==> config.mk <==
export PLATFORM = sky130hd
export DESIGN_NAME = glitch_mon
export DESIGN_NICKNAME = d
export VERILOG_FILES = /design/src/rtl/gm_pkg.sv /design/src/rtl/therm_enc.sv /design/src/rtl/seg_weight.sv /design/src/rtl/peak_hold.sv /design/src/rtl/glitch_mon.sv
export SDC_FILE = /design/constraint.sdc
export NUM_CORES = 1
export LEC_CHECK = 0
export ABC_AREA = 1
export ABC_CLOCK_PERIOD_IN_PS = 3900
export BUFFER_PORTS_ARGS = -buffer_cell sky130_fd_sc_hd__buf_2
export CAP_MARGIN = 10
export CORE_UTILIZATION = 36
export CTS_BUF_LIST = sky130_fd_sc_hd__clkbuf_4 sky130_fd_sc_hd__clkbuf_8 sky130_fd_sc_hd__clkbuf_16
export CTS_CLUSTER_DIAMETER = 50
export CTS_CLUSTER_SIZE = 16
export DETAILED_ROUTE_END_ITERATION = 6
export HOLD_SLACK_MARGIN = 0.1
export MAX_ROUTING_LAYER = met4
export RECOVER_POWER = 100
export SLEW_MARGIN = 0
export SYNTH_ARGS = -nofsm -noshare
export SYNTH_HDL_FRONTEND = slang
export SYNTH_SLANG_ARGS = --single-unit
==> constraint.sdc <==
create_clock -name clk_i -period 3.9 [get_ports clk_i]
set_clock_uncertainty 0.15 [all_clocks]
set_input_delay 0.195 -clock clk_i [delete_from_list [all_inputs] [get_ports clk_i]]
set_output_delay 0.195 -clock clk_i [all_outputs]
set_load 0.05 [all_outputs]
==> src/rtl/gm_pkg.sv <==
package gm_pkg;
  typedef enum logic {
    MODE_BIN = 1'b0,
    MODE_SEG = 1'b1
  } gm_mode_e;
endpackage

==> src/rtl/therm_enc.sv <==
module therm_enc #(
  parameter int IN_W  = 3,
  localparam int LINES = (1 << IN_W) - 1
) (
  input  logic [IN_W-1:0]  code_i,
  output logic [LINES-1:0] therm_o
);
  for (genvar k = 0; k < LINES; k++) begin : g_line
    assign therm_o[k] = (code_i > IN_W'(k));
  end
endmodule

==> src/rtl/seg_weight.sv <==
module seg_weight #(
  parameter int DATA_W = 8,
  parameter int SEG_W  = 3
) (
  input  logic [DATA_W-1:0] cur_i,
  input  logic [DATA_W-1:0] prev_i,
  output logic [DATA_W-1:0] cnt_o
);
  localparam int LO_W  = DATA_W - SEG_W;
  localparam int LINES = (1 << SEG_W) - 1;

  logic [LINES-1:0] th_cur, th_prev;
  logic [SEG_W:0]   lines_sw;

  therm_enc #(.IN_W(SEG_W)) u_th_cur (
    .code_i (cur_i[DATA_W-1:LO_W]),
    .therm_o(th_cur)
  );
  therm_enc #(.IN_W(SEG_W)) u_th_prev (
    .code_i (prev_i[DATA_W-1:LO_W]),
    .therm_o(th_prev)
  );

  assign lines_sw = (SEG_W+1)'($countones(th_cur ^ th_prev));

  // each thermometer line carries 2^LO_W unit weights
  if (LO_W > 0) begin : g_mixed
    logic [LO_W-1:0] lo_x;
    assign lo_x  = cur_i[LO_W-1:0] ^ prev_i[LO_W-1:0];
    assign cnt_o = (DATA_W'(lines_sw) << LO_W) | DATA_W'(lo_x);
  end else begin : g_therm
    assign cnt_o = DATA_W'(lines_sw);
  end
endmodule

==> src/rtl/peak_hold.sv <==
module peak_hold #(
  parameter int W = 8
) (
  input  logic         clk_i,
  input  logic         rst_ni,
  input  logic         clear_i,
  input  logic         upd_i,
  input  logic [W-1:0] val_i,
  output logic [W-1:0] peak_o
);
  always_ff @(posedge clk_i or negedge rst_ni) begin
    if (!rst_ni)                      peak_o <= '0;
    else if (clear_i)                 peak_o <= '0;
    else if (upd_i && val_i > peak_o) peak_o <= val_i;
  end
endmodule

==> src/rtl/glitch_mon.sv <==
module glitch_mon #(
  parameter int DATA_W = 8,
  parameter int SEG_W  = 3
) (
  input  logic              clk_i,
  input  logic              rst_ni,
  input  logic              seg_en_i,
  input  logic              valid_i,
  input  logic [DATA_W-1:0] code_i,
  input  logic              clear_i,
  output logic              cnt_vld_o,
  output logic [DATA_W-1:0] cnt_o,
  output logic [DATA_W-1:0] peak_o
);
  import gm_pkg::*;

  gm_mode_e          mode;
  logic [DATA_W-1:0] prev_q;
  logic              have_q;
  logic [DATA_W-1:0] seg_cnt, bin_cnt, cnt_d;
  logic              upd;

  assign mode    = gm_mode_e'(seg_en_i);
  assign bin_cnt = code_i ^ prev_q;  // binary bit j weighs 2^j
  assign upd     = valid_i & have_q;

  seg_weight #(.DATA_W(DATA_W), .SEG_W(SEG_W)) u_seg (
    .cur_i (code_i),
    .prev_i(prev_q),
    .cnt_o (seg_cnt)
  );

  assign cnt_d = (mode == MODE_SEG) ? seg_cnt : bin_cnt;

  always_ff @(posedge clk_i or negedge rst_ni) begin
    if (!rst_ni) begin
      prev_q    <= '0;
      have_q    <= 1'b0;
      cnt_o     <= '0;
      cnt_vld_o <= 1'b0;
    end else begin
      cnt_vld_o <= upd;
      if (valid_i) begin
        prev_q <= code_i;
        have_q <= 1'b1;
      end
      if (upd) cnt_o <= cnt_d;
    end
  end

  peak_hold #(.W(DATA_W)) u_peak (
    .clk_i  (clk_i),
    .rst_ni (rst_ni),
    .clear_i(clear_i),
    .upd_i  (upd),
    .val_i  (cnt_d),
    .peak_o (peak_o)
  );
endmodule

==> results.md <==
* Combinational share of power at 51.9%
* CP Class: register to register
* Area occupied by registers at 652 sq um
* CTS Buf Count at 3
* Synth top area share at between 40% and 50%
* Net Switching at roughly 0.00052 W
* Io pins at 30
* Cells after synthesis at roughly 190
* Slew headroom at roughly a tenth
* Initial DRC count at 69
* Worst hold slack at 0.106 ns
* Final Cycle Share at 95.9%
* Synth cell types at 25
* Max VDD drop at 0.200 mV
* Clock buffer depth at 2
* Total number of vias at 1316
* Placed instance area at 0.00180 sq mm
* Failing checks: DRC
* Die width at 69.1 um
* Largest net degree at the start of global routing at 27
* Critical path peak fanout at 6
* Row cnt at 24
* Clock power frac at 15.8%
* Synthesized area per cell at 8.45 sq um
* H-tree level count at 1
* GRT Residual Overflow at 0
* TritonRoute pass-1 iters at 6
* Clock root cell: clkbuf_8
* First-pass GRT wire length at 5440 um
* FILL cells at 428
* WP data required at 3.96 ns
* CTS sink count at 26
* Die height at 69.1 um
* Int Power at 0.000581 W
* Share of cells above drive strength 1 at 10.6%
* Outcome: complete, but fails checks
* Count of input and output buffers at 29
* Worst-margin pin slew at 1.35 ns
* Final WS setup at around 0.16 ns
* WL per Instance at 11.5 um
* Final setup viols at 0
* Switching part of the total at 47.4%
* Antenna cells at 0
* Achievable clock frequency at 267 MHz
* DRC Markers at 1
* Multi-input gate area at between 800 and 900 sq um
* Leakage at 0.987 nW
* Pins over their slew limit at 0
* Min-Delay Path Class: input port to register
* Max Cap Viol at 0
* CTS tree: done
* Layout area overhead at 23.3%
* Starting Density at 37.2%
* Commonest non-fill, non-tap cells in the layout: 65 x nand2_1, 26 x clkbuf_1, 25 x dfrtp_1
* Worst Path Arrival at around 3.8 ns
* Synth warn at 0
* Post-Route Setup TNS at 0 ns
* Sequential fraction of the synthesis area at roughly two fifths
* Drt via density at around 4.6
* Overall Global Routing Usage at 14.5%
* Sequential share of power at 32.3%
* Vias in the first global route at roughly 1200
* Die area at between 0.004 and 0.005 sq mm
* Worst setup EP type: register
* Placed cells at 268
* Synth area leader: dfrtp_1
* Syn Std Cell Area at 0.00162 sq mm
* Antenna violation net count after detailed routing at 0
* Post-synth net total at 220
* Worst Setup Start Kind: register
* Commonest non-fill, non-tap cell in the layout: nand2_1
* Pwr per Cell Area at around 550 mW/mm^2
* Tmin final at 3.74 ns
* Hpwl dp at 2440 um
* Clk pin slew, worst setup/hold paths at 0.09 ns
* Largest cells by area after synthesis: dfrtp_1 40%, nand2_1 15%, ha_1 9.3%
* DP Worst Slack at 0.112 ns
* Synth Register Bits at 26
* Layout net count at 265
* Clk Latency, worst-skew pair at 0.28 ns
* Final GP Congestion at 0.823
* Core area at roughly 0.0044 sq mm
* Post-Route WL at 3320 um
* Fin cells at 288
* Final hold violation count at 0
* Cell area after layout at 0.00200 sq mm
* Initial antenna violation count at 0
layer usage:
metal / GRT usage, % / up-vias / share of wire (%)
li1: - / 700 / -
met1: 20.5 / 588 / 51
met2: 21.6 / 25 / 44
met3: 3.22 / 3 / 3.8
met4: 2.72 / 0 / 0.57
met5: - / - / 0
cell usage after synthesis (all sizes together):
master	n
nand2	69
dfrtp	26
inv	21
ha	12
nand3	10
nand4	8
nor2	8
a21oi	7
xnor2	7
xor2	7
o21ai	6
buf	3
fa	3
clkbuf	2
a21o	1
nor3	1
or2	1
final cells by class:
class | instances | share of cell area [%]
Inverter | 21 | 3.94
Timing Repair Buffer | 44 | 13.1
Multi-Input combinational cell | 141 | 44.3
Sequential cell | 26 | 32.6
Clock buffer | 4 | 2.75
Tap cell | 52 | 3.25
worst max-delay path, stage by stage (launching register included):
cell and delay (ns):
dfrtp_2 0.45, o21ai_2 0.16, xor2_1 0.18, ha_1 0.27, fa_1 0.49, ha_1 0.22
fa_1 0.38, xnor2_1 0.14, nand2_1 0.06, nand2_1 0.07, inv_1 0.06, ha_1 0.30
nand2_2 0.11, nor2_4 0.06, a21oi_4 0.25, buf_6 0.15, nand4_1 0.09, nand2_1 0.11
state kept, by name, indices dropped and copies added (netlist names):
register       flops
cnt_o              8
prev_q             8
u_peak.peak_o      8
cnt_vld_o          1
have_q             1
kinds of logic (layout without fill, tap and decap cells):
family | after synthesis | count (layout) | share of synthesized area (%)
flops | 26 | 26 | 40.1
xor+xnor | 14 | 14 | 7.56
simple gates | 97 | 98 | 26.2
buf+inv | 26 | 69 | 7.02
fa+ha+maj | 15 | 15 | 13.0
compound gates | 14 | 14 | 6.10
path summary, 6_finish.rpt:
kind / from / to / slack, ns / cells after the start
hold reg to reg: have_q / have_q / 0.32 / 1
max in group asynchronous: rst_ni / prev_q[6] / 2.12 / 2
setup reg to reg: prev_q[6] / u_peak.peak_o[2] / 0.16 / 17
min in group asynchronous: rst_ni / u_peak.peak_o[6] / 0.60 / 2
hold / removal: valid_i / prev_q[1] / 0.11 / 3
setup / recovery: prev_q[6] / u_peak.peak_o[2] / 0.16 / 17
stage by stage:
stage / utilization, % / total power, W
finish: 45.9 / 0.00110
CTS: 45.3 / 0.00109
floorplan: - / 0.000782
global placement: 41.3 / 0.000893
global route: 45.9 / 0.00118
detailed placement: 41.3 / 0.000900
power by group through the flow:
stage / registers, W / logic (W) / clock network (W)
2_1_floorplan: 0.000497 / 0.000285 / 0
3_3_place_gp: 0.000360 / 0.000533 / 0
3_5_place_dp: 0.000359 / 0.000541 / 0
4_1_cts: 0.000354 / 0.000551 / 0.000183
5_1_grt: 0.000364 / 0.000633 / 0.000187
6_report: 0.000356 / 0.000573 / 0.000175
what timing repair did:
item	CTS	global route
setup endpoints to repair	0	8
hold endpoints to repair	35	0
hold buffers	12	0
setup buffers	0	3
gates resized for setup	0	10
No activity file was read; power rests on OpenSTA's default activity.
